**src/rtl/jtag_entry_pkg.sv**
```systemverilog
package jtag_entry_pkg;

    localparam logic [1:0] SCAN_IR_FIRST  = 2'd0;
    localparam logic [1:0] SCAN_DR        = 2'd1;
    localparam logic [1:0] SCAN_IR_SECOND = 2'd2;

    typedef struct packed {
        logic       tms;
        logic       tdi;
        logic       shift;
        logic [1:0] scan;
        logic [4:0] bit_no;
    } jtag_step_t;

    // Number of test-clock pulses in the whole script
    function automatic int unsigned script_len(input int unsigned rst_pulses,
                                               input int unsigned ir_bits,
                                               input int unsigned dr_bits);
        return rst_pulses + 2 + 2 * (ir_bits + 4) + (dr_bits + 3) + 2;
    endfunction

    // One pulse inside a scan; p counts from the Select state (IR) or Capture entry (DR)
    function automatic jtag_step_t scan_step(input int unsigned p,
                                             input int unsigned len,
                                             input logic [31:0] val,
                                             input logic is_ir,
                                             input logic [1:0] scan);
        jtag_step_t  s;
        int unsigned q;
        s      = '0;
        s.scan = scan;
        if (is_ir && p == 0) begin
            s.tms = 1'b1;
            return s;
        end
        q = is_ir ? p - 1 : p;
        if (q < 2) begin
            s.tms = 1'b0;
        end else if (q < len + 2) begin
            s.shift  = 1'b1;
            s.bit_no = 5'(q - 2);
            s.tdi    = val[q-2];
            s.tms    = (q == len + 1);
        end else begin
            s.tms = 1'b1;
        end
        return s;
    endfunction

    // Full script: reset, walk, IR scan, link, DR scan, link, IR scan
    function automatic jtag_step_t script_step(input int unsigned idx,
                                               input int unsigned rst_pulses,
                                               input int unsigned ir_bits,
                                               input int unsigned dr_bits,
                                               input logic [31:0] ir_a,
                                               input logic [31:0] dr_v,
                                               input logic [31:0] ir_b);
        jtag_step_t  s;
        int unsigned p;
        int unsigned ir_len;
        int unsigned dr_len;
        s      = '0;
        p      = idx;
        ir_len = ir_bits + 4;
        dr_len = dr_bits + 3;
        if (p < rst_pulses) begin
            s.tms = 1'b1;
            return s;
        end
        p = p - rst_pulses;
        if (p < 2) begin
            s.tms = (p == 1);
            return s;
        end
        p = p - 2;
        if (p < ir_len) return scan_step(p, ir_bits, ir_a, 1'b1, SCAN_IR_FIRST);
        p = p - ir_len;
        if (p == 0) begin
            s.tms = 1'b1;
            return s;
        end
        p = p - 1;
        if (p < dr_len) return scan_step(p, dr_bits, dr_v, 1'b0, SCAN_DR);
        p = p - dr_len;
        if (p == 0) begin
            s.tms = 1'b1;
            return s;
        end
        p = p - 1;
        return scan_step(p, ir_bits, ir_b, 1'b1, SCAN_IR_SECOND);
    endfunction

endpackage

```
**src/rtl/jtag_tck_div.sv**
```systemverilog
module jtag_tck_div #(
    parameter int unsigned DIV_RATIO = 4
) (
    input  logic clk,
    input  logic rst,
    input  logic run_i,
    output logic tck_o,
    output logic rise_o,
    output logic fall_o
);
    localparam int unsigned HALF  = DIV_RATIO / 2;
    localparam int unsigned CNT_W = (HALF > 1) ? $clog2(HALF) : 1;

    logic [CNT_W-1:0] cnt_q;
    logic             tck_q;
    logic             edge_now;

    assign edge_now = run_i && (cnt_q == CNT_W'(HALF - 1));
    assign rise_o   = edge_now && !tck_q;
    assign fall_o   = edge_now && tck_q;
    assign tck_o    = tck_q;

    always_ff @(posedge clk) begin
        if (rst || !run_i) begin
            cnt_q <= '0;
            tck_q <= 1'b0;
        end else if (edge_now) begin
            cnt_q <= '0;
            tck_q <= !tck_q;
        end else begin
            cnt_q <= cnt_q + 1'b1;
        end
    end

    AST_TCK_LOW_IDLE: assert property (@(posedge clk) disable iff (rst)
        !run_i |=> !tck_q);
    AST_TCK_EDGE_SPACING: assert property (@(posedge clk) disable iff (rst)
        (tck_q != $past(tck_q)) |-> ($past(cnt_q) == CNT_W'(HALF - 1)));

endmodule

```
**src/rtl/jtag_script_ctl.sv**
```systemverilog
module jtag_script_ctl
    import jtag_entry_pkg::*;
#(
    parameter int unsigned RESET_PULSES = 5,
    parameter int unsigned IR_BITS      = 4,
    parameter int unsigned DR_BITS      = 4,
    parameter int unsigned IR_FIRST     = 2,
    parameter int unsigned DR_VALUE     = 2,
    parameter int unsigned IR_SECOND    = 12
) (
    input  logic       clk,
    input  logic       rst,
    input  logic       start_i,
    input  logic       rise_i,
    input  logic       fall_i,
    output logic       busy_o,
    output logic       done_o,
    output logic       tms_o,
    output logic       tdi_o,
    output logic       cap_en_o,
    output logic [1:0] cap_scan_o,
    output logic [4:0] cap_bit_o
);
    localparam int unsigned TOTAL = script_len(RESET_PULSES, IR_BITS, DR_BITS);
    localparam int unsigned IDX_W = $clog2(TOTAL);
    localparam int unsigned LAST  = TOTAL - 1;

    logic [IDX_W-1:0] idx_q;
    logic             busy_q;
    logic             done_q;
    logic             tms_q;
    logic             tdi_q;
    int unsigned      look_idx;
    jtag_step_t       step;

    // Rise and fall never coincide: look at the current pulse while waiting
    // for a rise, at the following one when a fall loads new pin values.
    always_comb begin
        if (!busy_q)      look_idx = 0;
        else if (fall_i)  look_idx = int'(idx_q) + 1;
        else              look_idx = int'(idx_q);
        step = script_step(look_idx, RESET_PULSES, IR_BITS, DR_BITS,
                           32'(IR_FIRST), 32'(DR_VALUE), 32'(IR_SECOND));
    end

    always_ff @(posedge clk) begin
        if (rst) begin
            idx_q  <= '0;
            busy_q <= 1'b0;
            done_q <= 1'b0;
            tms_q  <= 1'b1;
            tdi_q  <= 1'b0;
        end else begin
            done_q <= 1'b0;
            if (!busy_q && start_i) begin
                busy_q <= 1'b1;
                idx_q  <= '0;
                tms_q  <= step.tms;
                tdi_q  <= step.tdi;
            end else if (busy_q && fall_i) begin
                if (idx_q == IDX_W'(LAST)) begin
                    busy_q <= 1'b0;
                    done_q <= 1'b1;
                end else begin
                    idx_q <= idx_q + 1'b1;
                    tms_q <= step.tms;
                    tdi_q <= step.tdi;
                end
            end
        end
    end

    assign busy_o     = busy_q;
    assign done_o     = done_q;
    assign tms_o      = tms_q;
    assign tdi_o      = tdi_q;
    assign cap_en_o   = busy_q && rise_i && step.shift;
    assign cap_scan_o = step.scan;
    assign cap_bit_o  = step.bit_no;

    AST_PINS_MOVE_ON_FALL: assert property (@(posedge clk) disable iff (rst)
        ((tms_q != $past(tms_q)) || (tdi_q != $past(tdi_q)))
            |-> ($past(fall_i) || $past(start_i && !busy_q)));
    AST_DONE_SINGLE: assert property (@(posedge clk) disable iff (rst)
        done_q |=> !done_q);
    AST_DONE_ENDS_BUSY: assert property (@(posedge clk) disable iff (rst)
        done_q |-> (!busy_q && $past(busy_q)));
    AST_START_IGNORED: assert property (@(posedge clk) disable iff (rst)
        (busy_q && start_i && !fall_i) |=> (busy_q && $stable(idx_q)));

endmodule

```
**src/rtl/jtag_tdo_capture.sv**
```systemverilog
module jtag_tdo_capture
    import jtag_entry_pkg::*;
#(
    parameter int unsigned IR_BITS = 4,
    parameter int unsigned DR_BITS = 4
) (
    input  logic               clk,
    input  logic               rst,
    input  logic               cap_en_i,
    input  logic [1:0]         cap_scan_i,
    input  logic [4:0]         cap_bit_i,
    input  logic               tdo_i,
    output logic [IR_BITS-1:0] ir_first_o,
    output logic [DR_BITS-1:0] dr_o,
    output logic [IR_BITS-1:0] ir_second_o
);
    logic [IR_BITS-1:0] ir_first_q;
    logic [DR_BITS-1:0] dr_q;
    logic [IR_BITS-1:0] ir_second_q;

    always_ff @(posedge clk) begin
        if (rst) begin
            ir_first_q  <= '0;
            dr_q        <= '0;
            ir_second_q <= '0;
        end else if (cap_en_i) begin
            case (cap_scan_i)
                SCAN_IR_FIRST: begin
                    for (int k = 0; k < int'(IR_BITS); k++)
                        if (cap_bit_i == 5'(k)) ir_first_q[k] <= tdo_i;
                end
                SCAN_DR: begin
                    for (int k = 0; k < int'(DR_BITS); k++)
                        if (cap_bit_i == 5'(k)) dr_q[k] <= tdo_i;
                end
                SCAN_IR_SECOND: begin
                    for (int k = 0; k < int'(IR_BITS); k++)
                        if (cap_bit_i == 5'(k)) ir_second_q[k] <= tdo_i;
                end
                default: ;
            endcase
        end
    end

    assign ir_first_o  = ir_first_q;
    assign dr_o        = dr_q;
    assign ir_second_o = ir_second_q;

    AST_CAPTURE_INDEX_IN_RANGE: assert property (@(posedge clk) disable iff (rst)
        cap_en_i |-> (cap_scan_i != 2'd3));

endmodule

```
**src/rtl/jtag_entry_seq.sv**
```systemverilog
module jtag_entry_seq #(
    parameter int unsigned DIV_RATIO    = 4,
    parameter int unsigned RESET_PULSES = 5,
    parameter int unsigned IR_BITS      = 4,
    parameter int unsigned DR_BITS      = 4,
    parameter int unsigned IR_FIRST     = 2,
    parameter int unsigned DR_VALUE     = 2,
    parameter int unsigned IR_SECOND    = 12
) (
    input  logic               clk,
    input  logic               rst,
    input  logic               start,
    input  logic               tdo,
    output logic               tck,
    output logic               tms,
    output logic               tdi,
    output logic               busy,
    output logic               done,
    output logic [IR_BITS-1:0] tdo_ir_first,
    output logic [DR_BITS-1:0] tdo_dr,
    output logic [IR_BITS-1:0] tdo_ir_second
);
    logic       rise;
    logic       fall;
    logic       cap_en;
    logic [1:0] cap_scan;
    logic [4:0] cap_bit;

    jtag_tck_div #(.DIV_RATIO(DIV_RATIO)) u_div (
        .clk   (clk),
        .rst   (rst),
        .run_i (busy),
        .tck_o (tck),
        .rise_o(rise),
        .fall_o(fall)
    );

    jtag_script_ctl #(
        .RESET_PULSES(RESET_PULSES),
        .IR_BITS     (IR_BITS),
        .DR_BITS     (DR_BITS),
        .IR_FIRST    (IR_FIRST),
        .DR_VALUE    (DR_VALUE),
        .IR_SECOND   (IR_SECOND)
    ) u_ctl (
        .clk       (clk),
        .rst       (rst),
        .start_i   (start),
        .rise_i    (rise),
        .fall_i    (fall),
        .busy_o    (busy),
        .done_o    (done),
        .tms_o     (tms),
        .tdi_o     (tdi),
        .cap_en_o  (cap_en),
        .cap_scan_o(cap_scan),
        .cap_bit_o (cap_bit)
    );

    jtag_tdo_capture #(.IR_BITS(IR_BITS), .DR_BITS(DR_BITS)) u_cap (
        .clk        (clk),
        .rst        (rst),
        .cap_en_i   (cap_en),
        .cap_scan_i (cap_scan),
        .cap_bit_i  (cap_bit),
        .tdo_i      (tdo),
        .ir_first_o (tdo_ir_first),
        .dr_o       (tdo_dr),
        .ir_second_o(tdo_ir_second)
    );

    AST_IDLE_PINS: assert property (@(posedge clk) disable iff (rst)
        !busy |-> !tck);
    AST_CAPTURE_WHILE_BUSY: assert property (@(posedge clk) disable iff (rst)
        cap_en |-> (busy && !tck));

endmodule

```
**config.mk**
```make
export PLATFORM = sky130hd
export DESIGN_NAME = jtag_entry_seq
export DESIGN_NICKNAME = d
export VERILOG_FILES = /design/src/rtl/jtag_entry_pkg.sv /design/src/rtl/jtag_tck_div.sv /design/src/rtl/jtag_script_ctl.sv /design/src/rtl/jtag_tdo_capture.sv /design/src/rtl/jtag_entry_seq.sv
export SDC_FILE = /design/constraint.sdc
export NUM_CORES = 1
export LEC_CHECK = 0
export BUFFER_PORTS_ARGS = -buffer_cell sky130_fd_sc_hd__buf_2
export CAP_MARGIN = 25
export CORE_MARGIN = 2
export CORE_UTILIZATION = 61
export DETAILED_ROUTE_END_ITERATION = 8
export GPL_TIMING_DRIVEN = 1
export PLACE_DENSITY_LB_ADDON = 0.15
export SETUP_SLACK_MARGIN = 0.5
export SYNTH_ARGS = -nofsm -noshare
export SYNTH_HDL_FRONTEND = slang
export SYNTH_SLANG_ARGS = --single-unit
```
**constraint.sdc**
```tcl
create_clock -name clk -period 10.4 [get_ports clk]
set_input_delay 0.52 -clock clk [delete_from_list [all_inputs] [get_ports clk]]
set_output_delay 0.52 -clock clk [all_outputs]
set_load 0.005 [all_outputs]
```
==> flow_summary.yaml <==
logic_synthesis:
  ys_seq_area_frac: 0.139
  ys_async_sr_fraction: 0
  syn-num-nets: 465
  yosysWarnings: 0
  synth-seq-cells: 23
  synth.area.top_cells: "dfxtp_1, ha_1, xnor2_1"
  synth_top_flop_cell: "dfxtp_1"
  synth_cells: 437
  synth_top_cell_by_area: "dfxtp_1"
  synth_edf_count: 0
  netlist.area_leader.share: 0.139
  postSynthAreaPerCell_um2: 7.60
  syn-cell-area_um2: 3320
  yosysUniqueCellTypes: 83
floorplanning:
  start_util: 0.642
  die_y_um: 77.8
  io_pins: 21
  die-width_um: 77.8
  die_area_um2: 6050
  core_um2: 5170
  fp-row-count: 26
global_routing:
  use_met2: 0.493
  grt_max_degree: 23
  top_usage_layer: "met2"
  grt_util_met1: 0.422
  grt_usage: 0.303
  grt_overflow: 0
  grt_pass1_wl_mm: 15.0
  antenna_found_initial: 0
  grt_pass1_vias: 3107
  use_met3: 0.0337
critical_path:
  timing.critical_path.mode_cell: "xnor2_1"
  cp.arrival_ps: 6920
  critical_path.startpoint_type: "flip-flop"
  crit_type: "flip-flop to flip-flop"
  critPathSlowestCell: "dfxtp_1"
  r2r_setup_slack_ps: 3620
  cpPeakStageDelay_ps: 590
  critPathTopFamily: "simple AND/OR/NAND/NOR gates"
  path_cells: "a21boi_0 > o21ai_1 > ha_1 > inv_1 > xnor2_1 > ha_1 > or3_4 > a21oi_1 > or2_4 > clkinv_2 > ha_1 > xnor2_1 > xnor2_1 > xnor2_1 > o22ai_1 > xnor2_1 > xnor2_1 > nand4b_1 > or4_4 > a2111oi_2 > nand2_1 > mux2i_1"
  critical_path_buf_inv_count: 2
  cp_max_fo: 14
  required_ps: 10540
  endpoint_kind: "flip-flop"
placement:
  dp_hpwl_mm: 7.21
  port_buffers: 20
  place_congestion: 0.981
  pre_cts_ws_ps: 3780
final_layout:
  seq_area_um2: 460
  n_fill_cell: 454
  area_growth_pct: 5.05
  diodes: 0
  multiInputGateArea_um2: 2720
  drive_gt1_frac: 0.135
  final_nets: 474
min_path:
  hold_path_class: "flip-flop to flip-flop"
timing:
  min_period_over_period: 0.652
  max_freq_mhz: 148
  tightest_slew_ps: 823
  final_hold_viol_count: 0
  setup-tns-final_ps: 0
  setup_ws_ps: 3620
  max_slew_margin: 0.451
  finalWorstPathRequiredPeriod_ps: 6780
  rsz0062_at_grt: "no"
  clock_skew_ps: 7.94
  setup_violations: 0
  holdWs_ps: 447
  drv_slew: 0
cts:
  cts_buffers: 3
  postCtsHoldBufs: 0
  clockBufferDepth: 2
  cts_tree: "built"
  path_clk_slew_ps: 80
  h-tree-depth: 1
  cts_setup_buffers: 0
  clkSinkCount: 23
  cts_resized: 0
  ctsRootBufferMaster: "clkbuf_8"
  clock_latency_ps: 270
detailed_routing:
  drt_wl_total_mm: 9.10
  first_iter_violations: 325
  wl_per_cell_um: 17.7
  drc: 0
  routed-via-count: 3428
  viasPerCell: 6.66
  dr.pass1.iters: 5
  drtAntennaViolNets: 0
pwr:
  vdd_drop_max_v: 0.0000570
  leakage_nw: 1.33
  powerDensity_nw_per_um2: 44.4
run:
  drv_cap: 0
outcome:
  outcome: "completed"
==> power breakdown <==
| group | total [mW] | leakage, nW | switching (mW) | internal, mW |
|---|---|---|---|---|
| registers | 0.0916 | 0.186 | 0.00278 | 0.0888 |
| clock network | 0.0555 | 0.0228 | 0.0281 | 0.0274 |
| logic | 0.00788 | 1.12 | 0.00513 | 0.00275 |
==> sequential cells by signal, summed over array words and instances (netlist names), 4 cells and up <==
signal             flops
u_ctl.idx_q            5
u_cap.dr_o             4
u_cap.ir_first_o       4
u_cap.ir_second_o      4
==> metal layers <==
metal  part of all wire  vias up
met4              0.021        0
met5                  0        -
met3              0.078       17
li1                   -     1651
met2               0.46      160
met1               0.44     1600
==> cells in the final DEF (no fill, tap or decap), types with 4 or more instances in the layout <==
cell      netlist  final
nor2_1         28     28
a21oi_1        17     17
o21ai_0        16     16
xnor2_1        29     29
nand2b_1        4      4
a31oi_1         5      5
o21ai_1         7      7
a21boi_0        7      7
mux2i_1        16     16
nor2b_1         7      7
o31ai_1         4      4
inv_1          12     12
nand2_1        47     47
nor3_1         13     13
dfxtp_1        23     23
or4_1           5      5
nand3b_1        8      8
nand4b_1        5      5
and2_1          7      7
a21o_1          4      4
o211ai_1        8      8
buf_2           4     20
nand4_1         8      8
ha_1           24     24
nor4_1          7      7
and3_1          9      9
nand3_1        19     19
==> layout make-up <==
type | instances | area share
Multi-Input combinational cell | 379 | 0.779
Clock buffer | 4 | 0.0129
Sequential cell | 23 | 0.132
Tap cell | 70 | 0.0251
Inverter | 18 | 0.0197
Timing Repair Buffer | 21 | 0.0308
==> synthesized netlist by cell type (8+ instances only) <==
cell type	n
nand2_1	47
xnor2_1	29
nor2_1	28
ha_1	24
dfxtp_1	23
nand3_1	19
a21oi_1	17
mux2i_1	16
o21ai_0	16
nor3_1	13
inv_1	12
clkbuf_1	11
and3_1	9
nand3b_1	8
nand4_1	8
o211ai_1	8
==> logic make-up after synthesis <==
| kind of cell | Yosys count | synth area share |
|---|---|---|
| compound gates | 113 | 0.250 |
| flops | 23 | 0.139 |
| mux | 19 | 0.0591 |
| fa+ha+maj | 24 | 0.0904 |
| buf+inv | 35 | 0.0426 |
| simple gates | 188 | 0.317 |
| xor+xnor | 35 | 0.102 |
==> through the flow <==
step | util | instances | instance area [um2] | power [mW]
after floorplan | - | 437 | 3320 | 0.0989
after global placement | 0.666 | 511 | 3440 | 0.101
after detailed placement | 0.666 | 511 | 3440 | 0.101
after CTS | 0.675 | 515 | 3490 | 0.156
after global routing | 0.675 | 515 | 3490 | 0.162
final | 0.675 | 515 | 3490 | 0.155
==> worst paths after layout <==
path / from / endpoint / depth (start not counted)
max: u_div.cnt_q / u_cap.ir_second_o[1] / 22
min: u_ctl.tdi_o / u_ctl.tdi_o / 2
max reg2reg: u_div.cnt_q / u_cap.ir_second_o[1] / 22
min reg2reg: u_ctl.tdi_o / u_ctl.tdi_o / 2
==> worst min-delay path: cells and delay by family (launching register included) <==
family | cells | cell delay, ps
AOI/OAI and AO/OA | 1 | 50
DFF | 1 | 310
and+or+nand+nor | 1 | 50
No activity file was read; power rests on OpenSTA's default activity.
